### src/rtl/sc_pkg.sv
package sc_pkg;
  localparam int XLEN   = 32;
  localparam int REG_AW = 5;

  localparam logic [5:0] OPC_ALU   = 6'b000000;
  localparam logic [5:0] OPC_LOAD  = 6'b100011;
  localparam logic [5:0] OPC_STORE = 6'b101011;
  localparam logic [5:0] OPC_BEQ   = 6'b000100;
  localparam logic [5:0] OPC_JUMP  = 6'b000010;

  localparam logic [5:0] FN_ADD = 6'b100000;
  localparam logic [5:0] FN_SUB = 6'b100010;
  localparam logic [5:0] FN_AND = 6'b100100;
  localparam logic [5:0] FN_OR  = 6'b100101;
  localparam logic [5:0] FN_SLT = 6'b101010;

  typedef enum logic [1:0] {
    ACLS_ADD   = 2'b00,
    ACLS_SUB   = 2'b01,
    ACLS_FUNCT = 2'b10
  } alu_cls_e;

  typedef enum logic [2:0] {
    ASEL_AND = 3'b000,
    ASEL_OR  = 3'b001,
    ASEL_ADD = 3'b010,
    ASEL_SUB = 3'b110,
    ASEL_SLT = 3'b111
  } alu_sel_e;

  typedef struct packed {
    logic     dst_rd;
    logic     b_imm;
    logic     wb_mem;
    logic     rf_we;
    logic     mem_we;
    logic     branch;
    logic     jump;
    alu_cls_e cls;
  } ctrl_t;
endpackage

### src/rtl/sc_main_dec.sv
module sc_main_dec
  import sc_pkg::*;
(
  input  logic [5:0] op_i,
  output ctrl_t      ctrl_o
);
  always_comb begin
    ctrl_o = '{dst_rd: 1'b0, b_imm: 1'b0, wb_mem: 1'b0, rf_we: 1'b0,
               mem_we: 1'b0, branch: 1'b0, jump: 1'b0, cls: ACLS_ADD};
    case (op_i)
      OPC_ALU: begin
        ctrl_o.dst_rd = 1'b1;
        ctrl_o.rf_we  = 1'b1;
        ctrl_o.cls    = ACLS_FUNCT;
      end
      OPC_LOAD: begin
        ctrl_o.b_imm  = 1'b1;
        ctrl_o.wb_mem = 1'b1;
        ctrl_o.rf_we  = 1'b1;
      end
      OPC_STORE: begin
        ctrl_o.b_imm  = 1'b1;
        ctrl_o.mem_we = 1'b1;
      end
      OPC_BEQ: begin
        ctrl_o.branch = 1'b1;
        ctrl_o.cls    = ACLS_SUB;
      end
      OPC_JUMP: ctrl_o.jump = 1'b1;
      default: ;
    endcase
  end
endmodule

### src/rtl/sc_alu_dec.sv
module sc_alu_dec
  import sc_pkg::*;
(
  input  alu_cls_e   cls_i,
  input  logic [5:0] funct_i,
  output alu_sel_e   sel_o
);
  always_comb begin
    case (cls_i)
      ACLS_ADD: sel_o = ASEL_ADD;
      ACLS_SUB: sel_o = ASEL_SUB;
      default: begin
        case (funct_i)
          FN_ADD:  sel_o = ASEL_ADD;
          FN_SUB:  sel_o = ASEL_SUB;
          FN_AND:  sel_o = ASEL_AND;
          FN_OR:   sel_o = ASEL_OR;
          FN_SLT:  sel_o = ASEL_SLT;
          default: sel_o = ASEL_ADD;
        endcase
      end
    endcase
  end
endmodule

### src/rtl/sc_alu.sv
module sc_alu
  import sc_pkg::*;
#(
  parameter int W = XLEN
) (
  input  logic [W-1:0] a_i,
  input  logic [W-1:0] b_i,
  input  alu_sel_e     sel_i,
  output logic [W-1:0] res_o,
  output logic         zero_o
);
  logic         negate;
  logic [W-1:0] b_eff;
  logic [W-1:0] sum;
  logic         lt;

  assign negate = sel_i[2];
  assign b_eff  = negate ? ~b_i : b_i;
  assign sum    = a_i + b_eff + {{(W-1){1'b0}}, negate};
  // signed compare: differing signs decide directly, else the difference sign
  assign lt     = (a_i[W-1] != b_i[W-1]) ? a_i[W-1] : sum[W-1];

  always_comb begin
    case (sel_i[1:0])
      2'b00:   res_o = a_i & b_i;
      2'b01:   res_o = a_i | b_i;
      2'b10:   res_o = sum;
      default: res_o = {{(W-1){1'b0}}, lt};
    endcase
  end

  assign zero_o = (res_o == '0);
endmodule

### src/rtl/sc_regfile.sv
module sc_regfile
  import sc_pkg::*;
#(
  parameter int W  = XLEN,
  parameter int AW = REG_AW
) (
  input  logic          clk_i,
  input  logic          rst_ni,
  input  logic [AW-1:0] ra_a_i,
  input  logic [AW-1:0] ra_b_i,
  output logic [W-1:0]  rd_a_o,
  output logic [W-1:0]  rd_b_o,
  input  logic          we_i,
  input  logic [AW-1:0] wa_i,
  input  logic [W-1:0]  wd_i
);
  localparam int NREG = 1 << AW;

  logic [W-1:0] regs_q [NREG];

  always_ff @(posedge clk_i or negedge rst_ni) begin
    if (!rst_ni) begin
      for (int i = 0; i < NREG; i++) regs_q[i] <= '0;
    end else if (we_i && (wa_i != '0)) begin
      regs_q[wa_i] <= wd_i;
    end
  end

  assign rd_a_o = regs_q[ra_a_i];
  assign rd_b_o = regs_q[ra_b_i];

  assert_r0_reads_zero_R9: assert property (@(posedge clk_i) disable iff (!rst_ni)
    (ra_a_i == '0) |-> (rd_a_o == '0));
endmodule

### src/rtl/sc_core.sv
module sc_core
  import sc_pkg::*;
(
  input  logic            clk_i,
  input  logic            rst_ni,
  output logic [XLEN-1:0] imem_addr_o,
  input  logic [XLEN-1:0] imem_data_i,
  output logic [XLEN-1:0] dmem_addr_o,
  output logic [XLEN-1:0] dmem_wdata_o,
  input  logic [XLEN-1:0] dmem_rdata_i,
  output logic            dmem_we_o
);
  logic [XLEN-1:0]   pc_q, pc_d, pc_inc, br_tgt, jmp_tgt;
  logic [5:0]        opc, funct;
  logic [REG_AW-1:0] rs, rt, rd, wa;
  logic [15:0]       imm;
  logic [XLEN-1:0]   imm_ext, rs_val, rt_val, alu_b, alu_res, wb_data;
  logic              alu_zero;
  ctrl_t             ctrl;
  alu_sel_e          alu_sel;

  assign opc   = imem_data_i[31:26];
  assign rs    = imem_data_i[25:21];
  assign rt    = imem_data_i[20:16];
  assign rd    = imem_data_i[15:11];
  assign funct = imem_data_i[5:0];
  assign imm   = imem_data_i[15:0];

  assign imm_ext = {{(XLEN-16){imm[15]}}, imm};

  sc_main_dec u_main_dec (
    .op_i   (opc),
    .ctrl_o (ctrl)
  );

  sc_alu_dec u_alu_dec (
    .cls_i   (ctrl.cls),
    .funct_i (funct),
    .sel_o   (alu_sel)
  );

  sc_regfile #(.W(XLEN), .AW(REG_AW)) u_rf (
    .clk_i  (clk_i),
    .rst_ni (rst_ni),
    .ra_a_i (rs),
    .ra_b_i (rt),
    .rd_a_o (rs_val),
    .rd_b_o (rt_val),
    .we_i   (ctrl.rf_we),
    .wa_i   (wa),
    .wd_i   (wb_data)
  );

  assign alu_b = ctrl.b_imm ? imm_ext : rt_val;

  sc_alu #(.W(XLEN)) u_alu (
    .a_i    (rs_val),
    .b_i    (alu_b),
    .sel_i  (alu_sel),
    .res_o  (alu_res),
    .zero_o (alu_zero)
  );

  assign wa      = ctrl.dst_rd ? rd : rt;
  assign wb_data = ctrl.wb_mem ? dmem_rdata_i : alu_res;

  assign pc_inc  = pc_q + XLEN'(4);
  assign br_tgt  = pc_inc + (imm_ext << 2);
  assign jmp_tgt = {pc_inc[XLEN-1:28], imem_data_i[25:0], 2'b00};

  always_comb begin
    if (ctrl.jump)                    pc_d = jmp_tgt;
    else if (ctrl.branch && alu_zero) pc_d = br_tgt;
    else                              pc_d = pc_inc;
  end

  always_ff @(posedge clk_i or negedge rst_ni) begin
    if (!rst_ni) pc_q <= '0;
    else         pc_q <= pc_d;
  end

  assign imem_addr_o  = pc_q;
  assign dmem_addr_o  = alu_res;
  assign dmem_wdata_o = rt_val;
  assign dmem_we_o    = ctrl.mem_we;

  assert_store_no_rf_R6: assert property (@(posedge clk_i) disable iff (!rst_ni)
    dmem_we_o |-> !ctrl.rf_we);

  assert_beq_no_write_R7: assert property (@(posedge clk_i) disable iff (!rst_ni)
    (opc == OPC_BEQ) |-> (!ctrl.rf_we && !dmem_we_o));

  assert_seq_pc_R2: assert property (@(posedge clk_i) disable iff (!rst_ni)
    (!ctrl.branch && !ctrl.jump) |=> (pc_q == $past(pc_q) + XLEN'(4)));

  assert_mem_uses_add_R11: assert property (@(posedge clk_i) disable iff (!rst_ni)
    (ctrl.mem_we || ctrl.wb_mem) |-> (alu_sel == ASEL_ADD));

  assert_jump_target_R8: assert property (@(posedge clk_i) disable iff (!rst_ni)
    ctrl.jump |=> (pc_q[27:0] == $past({imem_data_i[25:0], 2'b00})));
endmodule

### config.mk
export PLATFORM = sky130hd
export DESIGN_NAME = sc_core
export DESIGN_NICKNAME = d
export VERILOG_FILES = /design/src/rtl/sc_pkg.sv /design/src/rtl/sc_main_dec.sv /design/src/rtl/sc_alu_dec.sv /design/src/rtl/sc_alu.sv /design/src/rtl/sc_regfile.sv /design/src/rtl/sc_core.sv
export SDC_FILE = /design/constraint.sdc
export NUM_CORES = 2
export LEC_CHECK = 0
export ABC_AREA = 1
export BUFFER_PORTS_ARGS = -buffer_cell sky130_fd_sc_hd__buf_4
export CAP_MARGIN = 0
export CORE_MARGIN = 10
export CORE_UTILIZATION = 51
export DETAILED_ROUTE_END_ITERATION = 10
export MAX_ROUTING_LAYER = met4
export PLACE_DENSITY = 0.67
export SETUP_SLACK_MARGIN = 0.05
export SLEW_MARGIN = 20
export SYNTH_ARGS = -nofsm -noshare
export SYNTH_HDL_FRONTEND = slang
export SYNTH_SLANG_ARGS = --single-unit
### constraint.sdc
create_clock -name clk_i -period 6.41 [get_ports clk_i]
set_clock_uncertainty 0.15 [all_clocks]
set_input_delay 0.3205 -clock clk_i [delete_from_list [all_inputs] [get_ports clk_i]]
set_output_delay 0.3205 -clock clk_i [all_outputs]
set_load 0.02 [all_outputs]
==> summary.md <==
| Metric | Value |
|---|---|
| CTS H-tree depth | 3 |
| Share of cells above drive strength 1 | 8.09% |
| First-pass GRT wire length | 387 mm |
| Count of cell types in the netlist | 60 |
| GPL Wtd Cong | 1.00 |
| Nets | 9,035 |
| Antenna Nets Post-Route | 0 |
| Setup_tns | 0 ps |
| Starting Density | 51.4% |
| Setup Buffers After CTS | 0 |
| Antenna violations before repair | 7 |
| Final wirelength | 258 mm |
| CP Capture Type | output pin |
| Die Wd | 373 um |
| Synth warnings | 0 |
| EDFF count, synth | 0 |
| Final setup fails | 0 |
| Tmin final | 5970 ps |
| Largest net degree at the start of global routing | 175 |
| Clk Latency, worst-skew pair | 800 ps |
| WP buf/inv | 9 |
| 1st-pass router iterations | 7 |
| DRC | 0 |
| Most Frequent Cell on Critical Path | nand2_1 |
| MaxCap Viol Count | 0 |
| Cell Area, Synth | 0.0637 mm^2 |
| Top FF cell, synth | dfrtp_1 |
| TritonCTS Buffers | 116 |
| GRT Total Usage | 36.5% |
| Drt initial violations | 9,479 |
| P_leak | 32.0 nW |
| Largest area contributor in the netlist | dfrtp_1 |
| Average size of a mapped cell | 7.00 um^2 |
| Sequential area share after synthesis | 41.4% |
| VDD IR max | 0.000236 V |
| DR vias/cell | 6.26 |
| CP Launch Type | input port |
| IO Pins | 163 |
| Crit Path Category | in -> out |
| Critical path required time | 5940 ps |
| Row cnt | 129 |
| IO buf count | 160 |
| Cell count after placement | 10,362 |
| Slowest cell on crit path | ha_1 |
| Die height | 373 um |
| Fillers | 11,721 |
| Tot Pwr | 0.0197 W |
| Core Area | 0.124 mm^2 |
| Fin util | 57.2% |
| CP arrival | 5500 ps |
| Slew headroom | 19.9% |
| Clk buf depth | 3 |
| CTS Root Cell | clkbuf_16 |
| Die ar. | 0.139 mm^2 |
| Maximum clock rate | 167 MHz |
| Worst Path Max Fanout | 112 |
| Number of global-route vias before repair | 62,372 |
| Critical Path Max Stage Delay | 410 ps |
| Total gr overflow | 0 |
| CTS-repair resized insts | 0 |
| Final non-filler cell total | 10,650 |
| Count of pins over their slew limit | 0 |
| Pwr Density | 278 mW/mm^2 |
| Hold buffer count at CTS | 62 |
| Post-DP HPWL | 158 mm |
| Vias after detailed routing | 66,626 |
| Synth Register Bits | 1,054 |
| RSZ-0062 raised after global routing | no |
| Outcome | finished, final reports clean |
| Area contributors post-synth | dfrtp_1 41%, nand2_1 15%, o21ai_0 12% |
| TritonCTS clock tree | built |
| Final Cycle Share | 93.2% |
| Critical path's top delay family | buffers and inverters |
| Slew of the pin with the lowest slew margin | 1200 ps |
| Hold Violations, Final | 0 |
| Mapped Cells | 9,099 |
| Layout area overhead | 11.3% |
| Synth top area share | 41.4% |
| Clock sinks | 1,054 |
| Wire per inst | 24.2 um |
| Worst Hold Class | in -> reg |
| Worst-path clk slew | 60 ps |
| Ys async rst share | 100% |
## cells by family after synthesis
logic type	synth area share (%)
AOI/OAI and AO/OA	19.9
adders and majority gates	1.28
DFF	41.4
and+or+nand+nor	28.0
muxes	0.0315
other	0.00589
buffers and inverters	8.31
xor gates and xnor gates	1.07
## worst paths after layout
path	start	endpoint	slack, ps	depth (start not counted)
setup / recovery	imem_data_i[16]	dmem_addr_o[0]	440	29
hold / removal	dmem_rdata_i[10]	u_rf.regs_q[266]	30	4
setup reg to reg	u_rf.regs_q[970]	imem_addr_o[21]	890	28
hold reg to reg	u_rf.regs_q[1008]	u_rf.regs_q[1008]	250	0
max in group asynchronous	rst_ni	u_rf.regs_q[68]	4520	3
min in group asynchronous	rst_ni	u_rf.regs_q[810]	70	2
## per-layer routing
layer	GRT usage (%)	part of all wire, %
met5	-	0
met2	53.1	42
met4	16.8	5.0
met1	47.0	40
met3	10.5	13
## sequential cells by signal, indices dropped and copies added (netlist names)
name,flops
u_rf.regs_q,1024
imem_addr_o,30
## stage by stage
stage / worst slack [ps] / hold slack (ps) / cell area (um^2)
2_1_floorplan: 1410 / -125 / 63700
6_report: 437 / 27.5 / 70800
4_1_cts: 626 / 0.106 / 70800
3_3_place_gp: 371 / 235 / 66100
3_5_place_dp: 327 / 236 / 66100
5_1_grt: 192 / 52.0 / 70800
## synthesized netlist by cell type, types with 20 or more instances
cell	instances
buf_1	58
nand3_1	894
buf_4	42
a21oi_1	376
o21ai_1	78
o22ai_1	117
dfrtp_1	1054
nand4_1	29
xor2_1	59
buf_2	229
buf_6	38
o211ai_1	44
nand2_1	2500
o21ai_0	1515
clkbuf_1	415
a31oi_1	20
nor3_1	30
ha_1	62
or2_2	28
inv_1	406
o221ai_1	110
nor2_1	811
## tightest hold or removal path, stage by stage
cell,delay (ps)
buf_4,80
o21ai_2,70
buf_4,250
o21ai_0,190
## cells in the final DEF, fill, tap and decap left out, types with 29 or more instances in the layout
master,n
a21oi_1,376
buf_12,49
buf_4,351
clkbuf_16,116
clkbuf_8,32
dfrtp_1,1054
dlygate4sd3_1,62
ha_1,62
inv_1,402
nand2_1,2493
nand3_1,888
nand4_1,29
nor2_1,803
nor3_1,29
o211ai_1,44
o21ai_0,1486
o21ai_1,78
o221ai_1,110
o22ai_1,117
xor2_1,59
## cell type report
| cell class | count | area [um^2] | area share (%) |
|---|---|---|---|
| antenna | 9 | 22.5 | 0.0318 |
| clock buffer | 169 | 3410 | 4.82 |
| clock inverter | 48 | 669 | 0.945 |
| inverter | 432 | 1670 | 2.36 |
| multi-input combinational | 6832 | 32300 | 45.6 |
| sequential | 1054 | 26400 | 37.2 |
| tap | 1637 | 2050 | 2.89 |
| timing repair buffer | 469 | 4330 | 6.12 |
## power by group
| part | internal, W | total (W) | switching, W |
|---|---|---|---|
| clock | 0.00414 | 0.00716 | 0.00301 |
| sequential | 0.00701 | 0.00734 | 0.000321 |
| combinational | 0.00152 | 0.00521 | 0.00369 |
(Power assumes the default switching activity.)
